$ cat config.mk
export PLATFORM = sky130hd
export DESIGN_NAME = uart_rxq
export DESIGN_NICKNAME = d
export VERILOG_FILES = /design/src/rtl/uart_rxq_pkg.sv /design/src/rtl/uart_rxq_store.sv /design/src/rtl/uart_rxq_tmo.sv /design/src/rtl/uart_rxq.sv
export SDC_FILE = /design/constraint.sdc
export NUM_CORES = 1
export LEC_CHECK = 0
export ABC_CLOCK_PERIOD_IN_PS = 3760
export CAP_MARGIN = 20
export CORE_ASPECT_RATIO = 1.4
export CORE_MARGIN = 4
export CORE_UTILIZATION = 47
export DETAILED_ROUTE_END_ITERATION = 6
export GPL_ROUTABILITY_DRIVEN = 0
export HOLD_SLACK_MARGIN = 0.02
export PLACE_DENSITY_LB_ADDON = 0.15
export SLEW_MARGIN = 20
export SYNTH_ARGS = -nofsm -noshare
export SYNTH_HDL_FRONTEND = slang
export SYNTH_SLANG_ARGS = --single-unit
$ cat constraint.sdc
create_clock -name clk_i -period 3.76 [get_ports clk_i]
set_input_delay 0.94 -clock clk_i [delete_from_list [all_inputs] [get_ports clk_i]]
set_output_delay 0.94 -clock clk_i [all_outputs]
set_load 0.05 [all_outputs]
$ cat src/rtl/uart_rxq_pkg.sv
package uart_rxq_pkg;
  localparam int unsigned RXQ_DEPTH  = 16;
  localparam int unsigned RXQ_DATA_W = 8;
  localparam int unsigned RXQ_LVL_W  = 6;
  localparam int unsigned RXQ_CT_W   = 16;
  localparam int unsigned RXQ_LVL_RST = 32;

  typedef struct packed {
    logic empty;
    logic full;
    logic ovr;
    logic trig;
  } rxq_stat_t;

  typedef struct packed {
    logic full;
    logic ovr;
    logic trig;
  } rxq_ev_t;
endpackage

$ cat src/rtl/uart_rxq_store.sv
module uart_rxq_store
  import uart_rxq_pkg::*;
#(
  parameter int unsigned DEPTH  = RXQ_DEPTH,
  parameter int unsigned DATA_W = RXQ_DATA_W,
  parameter int unsigned LVL_W  = RXQ_LVL_W
) (
  input  logic              clk_i,
  input  logic              rst_ni,
  input  logic              clr_i,
  input  logic              push_i,
  input  logic              pop_i,
  input  logic [DATA_W-1:0] data_i,
  input  logic [LVL_W-1:0]  lvl_i,
  output logic [DATA_W-1:0] rd_data_o,
  output logic              push_ok_o,
  output rxq_stat_t         stat_o,
  output rxq_ev_t           ev_o
);
  localparam int unsigned CNT_W = $clog2(DEPTH + 1);
  localparam int unsigned PTR_W = (DEPTH > 1) ? $clog2(DEPTH) : 1;
  localparam int unsigned CMP_W = (CNT_W > LVL_W) ? CNT_W : LVL_W;

  logic [DATA_W-1:0] mem [DEPTH];
  logic [PTR_W-1:0]  wptr, rptr;
  logic [CNT_W-1:0]  cnt, cnt_nx;
  logic              full_now, empty_now, push_ok, drop, pop_ok, at_lvl;
  rxq_stat_t         stat_q;
  rxq_ev_t           ev_q;

  assign full_now  = (cnt == CNT_W'(DEPTH));
  assign empty_now = (cnt == '0);
  assign push_ok   = push_i && !full_now;
  assign drop      = push_i && full_now;
  assign pop_ok    = pop_i && !empty_now;
  assign cnt_nx    = cnt + CNT_W'(push_ok) - CNT_W'(pop_ok);
  assign at_lvl    = (CMP_W'(cnt_nx) >= CMP_W'(lvl_i));

  function automatic logic [PTR_W-1:0] ptr_inc(input logic [PTR_W-1:0] p);
    return (p == PTR_W'(DEPTH - 1)) ? '0 : p + PTR_W'(1);
  endfunction

  always_ff @(posedge clk_i) begin
    if (push_ok && !clr_i) mem[wptr] <= data_i;
  end

  always_ff @(posedge clk_i or negedge rst_ni) begin
    if (!rst_ni) begin
      wptr   <= '0;
      rptr   <= '0;
      cnt    <= '0;
      stat_q <= '{empty: 1'b1, full: 1'b0, ovr: 1'b0, trig: 1'b0};
      ev_q   <= '0;
    end else if (clr_i) begin
      wptr   <= '0;
      rptr   <= '0;
      cnt    <= '0;
      stat_q <= '{empty: 1'b1, full: 1'b0, ovr: 1'b0, trig: 1'b0};
      ev_q   <= '0;
    end else begin
      ev_q <= '0;
      if (push_ok) wptr <= ptr_inc(wptr);
      if (pop_ok)  rptr <= ptr_inc(rptr);
      cnt <= cnt_nx;
      // overrun set wins over same-cycle pop clear
      if (drop) begin
        stat_q.ovr <= 1'b1;
        ev_q.ovr   <= 1'b1;
      end else if (pop_i) stat_q.ovr <= 1'b0;
      if (push_ok && cnt_nx == CNT_W'(DEPTH)) begin
        stat_q.full <= 1'b1;
        ev_q.full   <= 1'b1;
      end else if (pop_i) stat_q.full <= 1'b0;
      if (push_ok) stat_q.empty <= 1'b0;
      else if (pop_i && cnt_nx == '0) stat_q.empty <= 1'b1;
      if (push_ok && at_lvl) begin
        stat_q.trig <= 1'b1;
        ev_q.trig   <= 1'b1;
      end else if (pop_i && !at_lvl) stat_q.trig <= 1'b0;
    end
  end

  assign rd_data_o = empty_now ? '0 : mem[rptr];
  assign push_ok_o = push_ok && !clr_i;
  assign stat_o    = stat_q;
  assign ev_o      = ev_q;


  full_lvl_chk: assert property (@(posedge clk_i) disable iff (!rst_ni)
    stat_q.full == (cnt == CNT_W'(DEPTH)));

  empty_lvl_chk: assert property (@(posedge clk_i) disable iff (!rst_ni)
    stat_q.empty == (cnt == '0));

  ovr_drop_chk: assert property (@(posedge clk_i) disable iff (!rst_ni)
    (push_i && full_now && !clr_i) |=> (stat_q.ovr && ev_q.ovr && $stable(wptr)));

  idle_hold_chk: assert property (@(posedge clk_i) disable iff (!rst_ni)
    (!push_i && !pop_i && !clr_i) |=> ($stable(cnt) && $stable(stat_q)));

  simul_cnt_chk: assert property (@(posedge clk_i) disable iff (!rst_ni)
    (push_i && pop_i && !clr_i && !empty_now && !full_now) |=> $stable(cnt));
endmodule

$ cat src/rtl/uart_rxq_tmo.sv
module uart_rxq_tmo
  import uart_rxq_pkg::*;
#(
  parameter int unsigned CT_W = RXQ_CT_W
) (
  input  logic            clk_i,
  input  logic            rst_ni,
  input  logic            clr_i,
  input  logic            kick_i,
  input  logic [CT_W-1:0] char_time_i,
  output logic            tmo_o,
  output logic            ev_o
);
  localparam int unsigned TW = CT_W + 2;

  logic [TW-1:0] load, tcnt;
  logic          run;

  assign load = {char_time_i, 2'b00};

  always_ff @(posedge clk_i or negedge rst_ni) begin
    if (!rst_ni) begin
      run   <= 1'b0;
      tcnt  <= '0;
      tmo_o <= 1'b0;
      ev_o  <= 1'b0;
    end else if (clr_i) begin
      run   <= 1'b0;
      tcnt  <= '0;
      tmo_o <= 1'b0;
      ev_o  <= 1'b0;
    end else begin
      ev_o <= 1'b0;
      if (kick_i) begin
        run  <= (load != '0);
        tcnt <= load;
      end else if (run) begin
        if (tcnt == TW'(1)) begin
          run   <= 1'b0;
          tmo_o <= 1'b1;
          ev_o  <= 1'b1;
        end else begin
          tcnt <= tcnt - TW'(1);
        end
      end
    end
  end


  tmo_restart_chk: assert property (@(posedge clk_i) disable iff (!rst_ni)
    (kick_i && !clr_i) |=> !ev_o);

  tmo_ev_lvl_chk: assert property (@(posedge clk_i) disable iff (!rst_ni)
    ev_o |-> tmo_o);
endmodule

$ cat src/rtl/uart_rxq.sv
module uart_rxq
  import uart_rxq_pkg::*;
#(
  parameter int unsigned DEPTH   = RXQ_DEPTH,
  parameter int unsigned DATA_W  = RXQ_DATA_W,
  parameter int unsigned LVL_W   = RXQ_LVL_W,
  parameter int unsigned CT_W    = RXQ_CT_W,
  parameter int unsigned LVL_RST = RXQ_LVL_RST
) (
  input  logic              clk_i,
  input  logic              rst_ni,
  input  logic              enable_i,
  input  logic              path_rst_i,
  input  logic              push_i,
  input  logic [DATA_W-1:0] push_data_i,
  input  logic              pop_i,
  output logic [DATA_W-1:0] pop_data_o,
  input  logic              lvl_wr_i,
  input  logic [LVL_W-1:0]  lvl_i,
  input  logic [CT_W-1:0]   char_time_i,
  output logic              empty_o,
  output logic              full_o,
  output logic              overrun_o,
  output logic              trig_o,
  output logic              timeout_o,
  output logic              full_ev_o,
  output logic              overrun_ev_o,
  output logic              trig_ev_o,
  output logic              timeout_ev_o
);
  logic [LVL_W-1:0] lvl_q;
  logic             push_g, pop_g, push_ok;
  rxq_stat_t        stat;
  rxq_ev_t          ev;

  always_ff @(posedge clk_i or negedge rst_ni) begin
    if (!rst_ni)       lvl_q <= LVL_W'(LVL_RST);
    else if (lvl_wr_i) lvl_q <= lvl_i;
  end

  assign push_g = enable_i && push_i;
  assign pop_g  = enable_i && pop_i;

  uart_rxq_store #(
    .DEPTH (DEPTH),
    .DATA_W(DATA_W),
    .LVL_W (LVL_W)
  ) u_store (
    .clk_i    (clk_i),
    .rst_ni   (rst_ni),
    .clr_i    (path_rst_i),
    .push_i   (push_g),
    .pop_i    (pop_g),
    .data_i   (push_data_i),
    .lvl_i    (lvl_q),
    .rd_data_o(pop_data_o),
    .push_ok_o(push_ok),
    .stat_o   (stat),
    .ev_o     (ev)
  );

  uart_rxq_tmo #(
    .CT_W(CT_W)
  ) u_tmo (
    .clk_i      (clk_i),
    .rst_ni     (rst_ni),
    .clr_i      (path_rst_i),
    .kick_i     (push_ok),
    .char_time_i(char_time_i),
    .tmo_o      (timeout_o),
    .ev_o       (timeout_ev_o)
  );

  assign empty_o      = stat.empty;
  assign full_o       = stat.full;
  assign overrun_o    = stat.ovr;
  assign trig_o       = stat.trig;
  assign full_ev_o    = ev.full;
  assign overrun_ev_o = ev.ovr;
  assign trig_ev_o    = ev.trig;


  path_clr_chk: assert property (@(posedge clk_i) disable iff (!rst_ni)
    path_rst_i |=> (empty_o && !full_o && !overrun_o && !trig_o && !timeout_o));

  empty_zero_chk: assert property (@(posedge clk_i) disable iff (!rst_ni)
    empty_o |-> (pop_data_o == '0));
endmodule

==> results by group, run 1 <==
Finish
  – Post-route cell area: 0.00921 sq mm
  – Util after Layout: 56.7%
  – Most frequent cells in the layout: edfxtp_1, clkdlybuf4s50_1, dfrtp_1
  – Syn-to-layout area delta: 18.3%
  – Number of nets in the layout: 642
  – Commonest non-fill, non-tap cell in the layout: edfxtp_1
  – Number of diodes: 0
  – Fraction of layout cells with a size suffix above 1: 19.8%

Logic synthesis
  – Mean Syn Cell Area: 15.2 sq um
  – Number of synthesis warnings: 0
  – Syn_nets: 569
  – Ys async rst share: 26.9%
  – Number of flops mapped to enable cells by yosys: 128
  – Post-synth cell types: 62
  – Cells after Synth: 513
  – Ys flop type: edfxtp_1
  – Share of the yosys chip area belonging to registers: 64.5%
  – Synth Register Bits: 175
  – Post-Syn Area: 0.00779 sq mm

Worst setup path
  – Crit path top cell by count: ha_1
  – Worst Path Arrival: 3.85 ns
  – CP Capture Type: register
  – Critical Path Start Type: input pin
  – Crit-path slowest cell: clkdlybuf4s50_1
  – Worst-path fanout max: 4
  – Crit Path Category: input pin to register
  – Max incr delay on CP: 0.43 ns
  – Worst EP required: 4.06 ns
  – Crit-path cells: clkdlybuf4s50_1 > nand2_1 > nor2_1 > ha_1 > inv_1 > ha_1 > fa_1 > a21oi_1 > o21bai_1 > xnor2_2 > ha_1 > nor2b_1 > a21o_1 > a31oi_1 > o22ai_1

Flow run
  – Max-Cap Viols: 0

Route
  – Overall routed net length: 17500 um
  – DR pass1 iterations: 5
  – Avg WL per Cell: 21.9 um
  – DRC violations left: 0
  – Via count: 4751
  – Via-to-Cell Ratio: 5.98
  – Final antenna-violating net count: 0
  – First DRT Iteration DRCs: 400

Global routing
  – Initial antenna violation count: 0
  – Maximum number of pins on one net before global-route repair: 48
  – All-layer global routing usage: 19.5%
  – First-pass GRT wire length: 27300 um
  – GRT overflow: 0
  – Vias in the first global route: 4925

Timing
  – Fin Hold WS: 0.494 ns
  – Clock skew: 0.00966 ns
  – Final hold viol count: 0
  – Worst rel slew slack: 51.8%
  – RSZ-0062 raised after global routing: false
  – Endpoints failing setup: 0
  – Final Max Slew Viols: 0
  – FMAX: 282 MHz
  – Least-Margin Pin Slew: 0.723 ns
  – Crit share post-route: 94.4%
  – Min Clock Period, post-route: 3.55 ns

Clock network
  – CTS max path bufs: 2
  – Clock Latency Late Sink: 0.43 ns
  – Worst-path clk slew: 0.06 ns
  – Hold_buf cts: 0
  – CTS root buffer: clkbuf_16
  – # H-tree levels: 4
  – TritonCTS clock tree: done
  – Clock Sink Count: 175
  – TritonCTS Buffers: 17
  – Postcts setup bufs: 0

Floorplanning
  – # IOs: 54
  – Die Y: 160 um
  – Initial Util: 48.0%
  – Die width: 117 um
  – Die area: 0.0187 sq mm
  – CORE AREA: 0.0162 sq mm
  – # rows: 55

Power
  – LEAKAGE: 3.31 nW
  – Total power: 5.87 mW
  – PwrDens: 637 mW/mm^2
  – Maximum VDD drop: 0.000449 V

Place
  – DP Area: 0.00865 sq mm
  – PortBufs: 53
  – Post-DP HPWL: 12100 um

Worst hold path
  – Min-Delay Path Class: register to register

Status
  – Status: complete, no violations
## area by class of cell
class                      instances  area [sq um]
tap                              199           249
multi-input combinational        296          2630
fill                            1302          7030
timing repair buffer              76           693
sequential                       175          5020
clock inverter                    11           119
inverter                          20          75.1
clock buffer                      18           429
## registers in the layout, indices dropped and copies added, names as in the netlist, 3 cells and up
name,cells
u_store.mem,128
u_tmo.tcnt,18
lvl_q,6
u_store.cnt,5
u_store.rptr,4
u_store.stat_o,4
u_store.wptr,4
u_store.ev_o,3
## where the power goes
part	total (mW)	switching [mW]	internal (mW)
Sequential	2.29	0.106	2.19
Clock	1.67	0.711	0.963
Combinational	1.91	1.10	0.812
Total	5.87	1.91	3.96
## logic make-up (layout without fill, tap and decap cells)
logic type                 Yosys count  after routing  share of synthesized area (%)
AOI/OAI and AO/OA                   92             92                           8.06
and+or+nand+nor                    136            136                           9.56
xor gates and xnor gates             7              7                          0.787
buffers and inverters               42            125                           2.14
muxes                               42             42                           11.9
DFF                                175            175                           64.5
adders and majority gates           19             19                           3.15
## worst paths after layout
| kind | slack [ns] | cells after the start | from | endpoint |
|---|---|---|---|---|
| min reg2reg | 0.49 | 2 | u_store.stat_o[2] | u_store.stat_o[2] |
| max | 0.21 | 15 | enable_i | u_store.stat_o[0] |
| max in group asynchronous | 2.76 | 1 | rst_ni | u_store.rptr[0] |
| max reg2reg | 0.28 | 16 | u_store.cnt[3] | u_store.stat_o[0] |
| min in group asynchronous | 0.53 | 1 | rst_ni | u_tmo.tcnt[11] |
| min | 0.49 | 2 | u_store.stat_o[2] | u_store.stat_o[2] |
## per-stage QoR
stage	std cells	TNS, ns	setup slack (ns)
5_1_grt	795	0	0.0000160
2_1_floorplan	513	0	0.295
6_report	795	0	0.211
3_3_place_gp	766	-0.350	-0.196
3_5_place_dp	766	-0.531	-0.293
4_1_cts	795	0	0.161
## worst max-delay path, delay by kind of cell
kind,cells,cell delay [ns]
adder cells (fa/ha/maj),4,1.13
AO/OA/AOI/OAI,5,0.74
XOR/XNOR,1,0.26
AND/OR/NAND/NOR,3,0.33
buffers and inverters,2,0.47
## what timing repair did
action,4_1_cts,5_1_grt
gates resized for setup,0,2
endpoints found under the setup margin,0,2
endpoints found under the hold margin,0,0
## metal layers
metal / up-vias / GRT usage, % / share of wire, %
met5: - / 0 / 0
met4: 0 / 5.58 / 1.6
met3: 22 / 4.94 / 3.6
met2: 142 / 33.5 / 54
met1: 2425 / 24.2 / 41
li1: 2162 / - / -
## synthesized netlist by cell type, types with 4 or more instances
cell type	instances	share of area [%]
xor2_1	4	0.45
clkbuf_1	16	0.77
a211oi_1	4	0.39
a21oi_1	19	1.2
a21o_1	7	0.67
a32o_1	4	0.51
edfxtp_1	128	49
nor2_1	21	1.0
nand3_1	7	0.45
inv_1	20	0.96
nor2b_1	14	1.1
buf_2	4	0.26
nand4_1	4	0.32
nand2_1	30	1.4
or3_1	4	0.32
dfrtp_1	45	14
nor3_1	10	0.64
o31ai_1	4	0.39
nor4_1	8	0.64
ha_1	18	2.9
o21ai_0	23	1.5
and2_1	7	0.56
mux4_2	40	12
a31oi_1	6	0.48
and3_1	11	0.88
Note: power is estimated with default switching activity, not from simulation.
==> run 2, diff against run 1 <==
--- a/config.mk
+++ b/config.mk
@@ -5,11 +5,12 @@
 export SDC_FILE = /design/constraint.sdc
 export NUM_CORES = 1
 export LEC_CHECK = 0
-export ABC_CLOCK_PERIOD_IN_PS = 3760
+export ABC_CLOCK_PERIOD_IN_PS = 3200
 export CAP_MARGIN = 20
-export CORE_ASPECT_RATIO = 1.4
+export CORE_ASPECT_RATIO = 0.75
 export CORE_MARGIN = 4
 export CORE_UTILIZATION = 47
+export CTS_CLUSTER_SIZE = 20
 export DETAILED_ROUTE_END_ITERATION = 6
 export GPL_ROUTABILITY_DRIVEN = 0
 export HOLD_SLACK_MARGIN = 0.02
==> constraint.sdc (replaced) <==
create_clock -name clk_i -period 3.2 [get_ports clk_i]
set_input_delay 0.8 -clock clk_i [delete_from_list [all_inputs] [get_ports clk_i]]
set_output_delay 0.8 -clock clk_i [all_outputs]
set_load 0.05 [all_outputs]
==> results by group, run 2 (synthesis gave the netlist of run 1 again) <==
Route
  – Overall routed net length: 18100 um (+3.5%)
  – Via-to-Cell Ratio: 5.90 (-1.3%)
  – First DRT Iteration DRCs: 411 (+2.8%)
  – Final antenna-violating net count: 0 (unchanged)
  – Via count: 4911 (+3.4%)
  – DR pass1 iterations: 5 (unchanged)
  – Avg WL per Cell: 21.7 um (-1.2%)
  – DRC violations left: 0 (unchanged)

Floorplanning
  – Die area: 0.0187 sq mm (about the same)
  – Die width: 157 um (+34%)
  – CORE AREA: 0.0161 sq mm (-0.77%)
  – Die Y: 120 um (-25%)
  – # IOs: 54 (unchanged)
  – Initial Util: 48.3% (+0.37 points)
  – # rows: 40 (-27%)

Clock network
  – # H-tree levels: 4 (unchanged)
  – TritonCTS clock tree: done
  – CTS root buffer: clkbuf_16
  – TritonCTS Buffers: 17 (unchanged)
  – Worst-path clk slew: 0.07 ns (about the same)
  – Hold_buf cts: 0 (unchanged)
  – CTS max path bufs: 2 (unchanged)
  – Clock Latency Late Sink: 0.43 ns (about the same)
  – Clock Sink Count: 175 (unchanged)

Worst setup path
  – Path depth of the worst reg2reg path: 16 (unchanged)
  – Worst-path fanout max: 13 (+9)
  – Crit path max-delay family: multiplexers
  – Crit path top cell by count: mux4_2
  – Worst path bufs/invs: 2 (unchanged)
  – R2r startpoint: u_store.cnt[2]
  – Max incr delay on CP: 0.53 ns (+0.10 ns)
  – Crit-path slowest cell: mux4_2
  – Crit Path Category: register to output port
  – Worst Path Arrival: 2.43 ns (-1.42 ns)
  – Crit path from: u_store.rptr[0]
  – CP Capture Type: output port
  – Critical Path Start Type: register
  – Worst EP required: 2.40 ns (-1.66 ns)
  – CP Depth: 5 (-10)
  – Crit-path cells: buf_12 > mux4_2 > mux4_2 > nor2b_1 > buf_6

Finish
  – Layout Cells excl Fill: 833 (+4.8%)
  – Max reg flops: 128 (unchanged)
  – Commonest non-fill, non-tap cell in the layout: edfxtp_1
  – Number of diodes: 0 (unchanged)
  – Util after Layout: 59.9% (+3.2 points)
  – Syn-to-layout area delta: 23.9%
  – Fraction of layout cells with a size suffix above 1: 25.7% (+5.9 points)
  – Post-route cell area: 0.00966 sq mm (+4.8%)
  – Most frequent cells in the layout: edfxtp_1, dfrtp_1, clkdlybuf4s50_1
  – Fill cells: 1211 (-7.0%)
  – Number of nets in the layout: 666 (+3.7%)
  – Largest Register: u_store.mem
  – Biggest regs: u_store.mem: 128 flops, u_tmo.tcnt: 18 flops, lvl_q: 6 flops

Timing
  – Min Clock Period, post-route: 3.23 ns
  – Endpoints failing setup: 7 (+7)
  – Worst rel slew slack: 52.6% (+0.75 points)
  – Final hold viol count: 0 (unchanged)
  – Clock skew: 0.00910 ns (-0.000556 ns)
  – Final TNS setup: -0.126 ns (-0.126 ns)
  – Final worst setup slack: -0.0276 ns (-0.238 ns)
  – FMAX: 310 MHz
  – RSZ-0062 raised after global routing: true
  – Crit share post-route: 101%
  – Final Max Slew Viols: 0 (unchanged)
  – Fin Hold WS: 0.325 ns (-0.169 ns)
  – Least-Margin Pin Slew: 0.702 ns (-0.0208 ns)

Global routing
  – First-pass GRT wire length: 28500 um (+4.6%)
  – Maximum number of pins on one net before global-route repair: 37 (-23%)
  – GRT overflow: 0 (unchanged)
  – All-layer global routing usage: 20.3% (+0.77 points)
  – Initial antenna violation count: 0 (unchanged)
  – Vias in the first global route: 4981 (+1.1%)

Place
  – PortBufs: 53 (unchanged)
  – DP Area: 0.00881 sq mm (+1.8%)
  – Post-DP HPWL: 11900 um (-1.7%)
  – Post-placement cell count: 792 (+3.4%)
  – Pre-CTS setup slack: -0.551 ns (-0.258 ns)

Worst hold path
  – Min-Delay Path Class: input pin to async pin

Power
  – LEAKAGE: 3.52 nW (+6.3%)
  – Combinational group share of total power: 35.2% (+2.7 points)
  – Psw: 2.42 mW (+26%)
  – Maximum VDD drop: 0.000445 V (-0.90%)
  – Total power: 7.62 mW (+30%)
  – Power Internal: 5.20 mW (+31%)
  – Net Sw Frac: 31.8% (-0.82 points)
  – Clock Power Share: 29.6% (+1.1 points)
  – PwrDens: 789 mW/mm^2 (+24%)
  – Flop pwr share: 35.2% (-3.8 points)

Status
  – Failing checks: negative setup slack
  – Status: finished, violations left

Flow run
  – Max-Cap Viols: 0 (unchanged)
[run 2: area by class of cell]
type	count	area, sq um	area share [%]
sequential	175	5020	52.0
multi-input combinational	296	2700	27.9
timing repair buffer	100	958	9.92
clock buffer	17	425	4.41
tap	210	263	2.72
clock inverter	15	214	2.22
inverter	20	75.1	0.777
[run 2: what timing repair did]
item	CTS	global route
cloned	2	0
gates resized for setup	25	10
endpoints found under the hold margin	0	0
setup buffers	8	1
setup endpoints to repair	9	10
pin swaps	8	6
[run 2: worst reg2reg max path, stage by stage, from the launching register on]
cell and delay [ns]:
dfrtp_1 0.40, inv_2 0.09, ha_4 0.14, nor4b_4 0.23, nor2_2 0.07, ha_1 0.27, inv_1 0.04, ha_2 0.17
fa_2 0.35, a21oi_2 0.15, o21bai_1 0.13, xnor2_2 0.17, ha_1 0.31, nor2b_4 0.14, a21o_1 0.18, a31oi_2 0.16
o22ai_1 0.10
[run 2: path summary, 6_finish.rpt]
| path | endpoint | slack (ns) |
|---|---|---|
| worst max-delay path | pop_data_o[3] | -0.03 |
| worst min-delay path | u_tmo.tcnt[13] | 0.33 |
| worst max register to register | u_store.stat_o[0] | -0.02 |
| worst min register to register | u_store.stat_o[2] | 0.48 |
| max in group asynchronous | lvl_q[5] | 2.07 |
| min in group clk_i | u_store.stat_o[2] | 0.48 |
[run 2: per-layer routing]
metal	part of all wire, %	wire length (um)	up-vias	global-route usage, %
met3	6.8	1230	10	5.08
met2	46	8280	166	30.1
li1	-	-	2215	-
met4	0.66	119	0	4.17
met1	47	8440	2520	30.6
met5	0	0	-	0
[run 2: power by group through the flow]
stage / sequential, mW / clock [mW] / combinational [mW]
floorplan: 2.74 / 0 / 1.52
global placement: 2.71 / 0 / 2.25
detailed placement: 2.72 / 0 / 2.31
CTS: 2.68 / 2.28 / 2.56
global route: 2.70 / 2.38 / 2.92
finish: 2.68 / 2.26 / 2.68
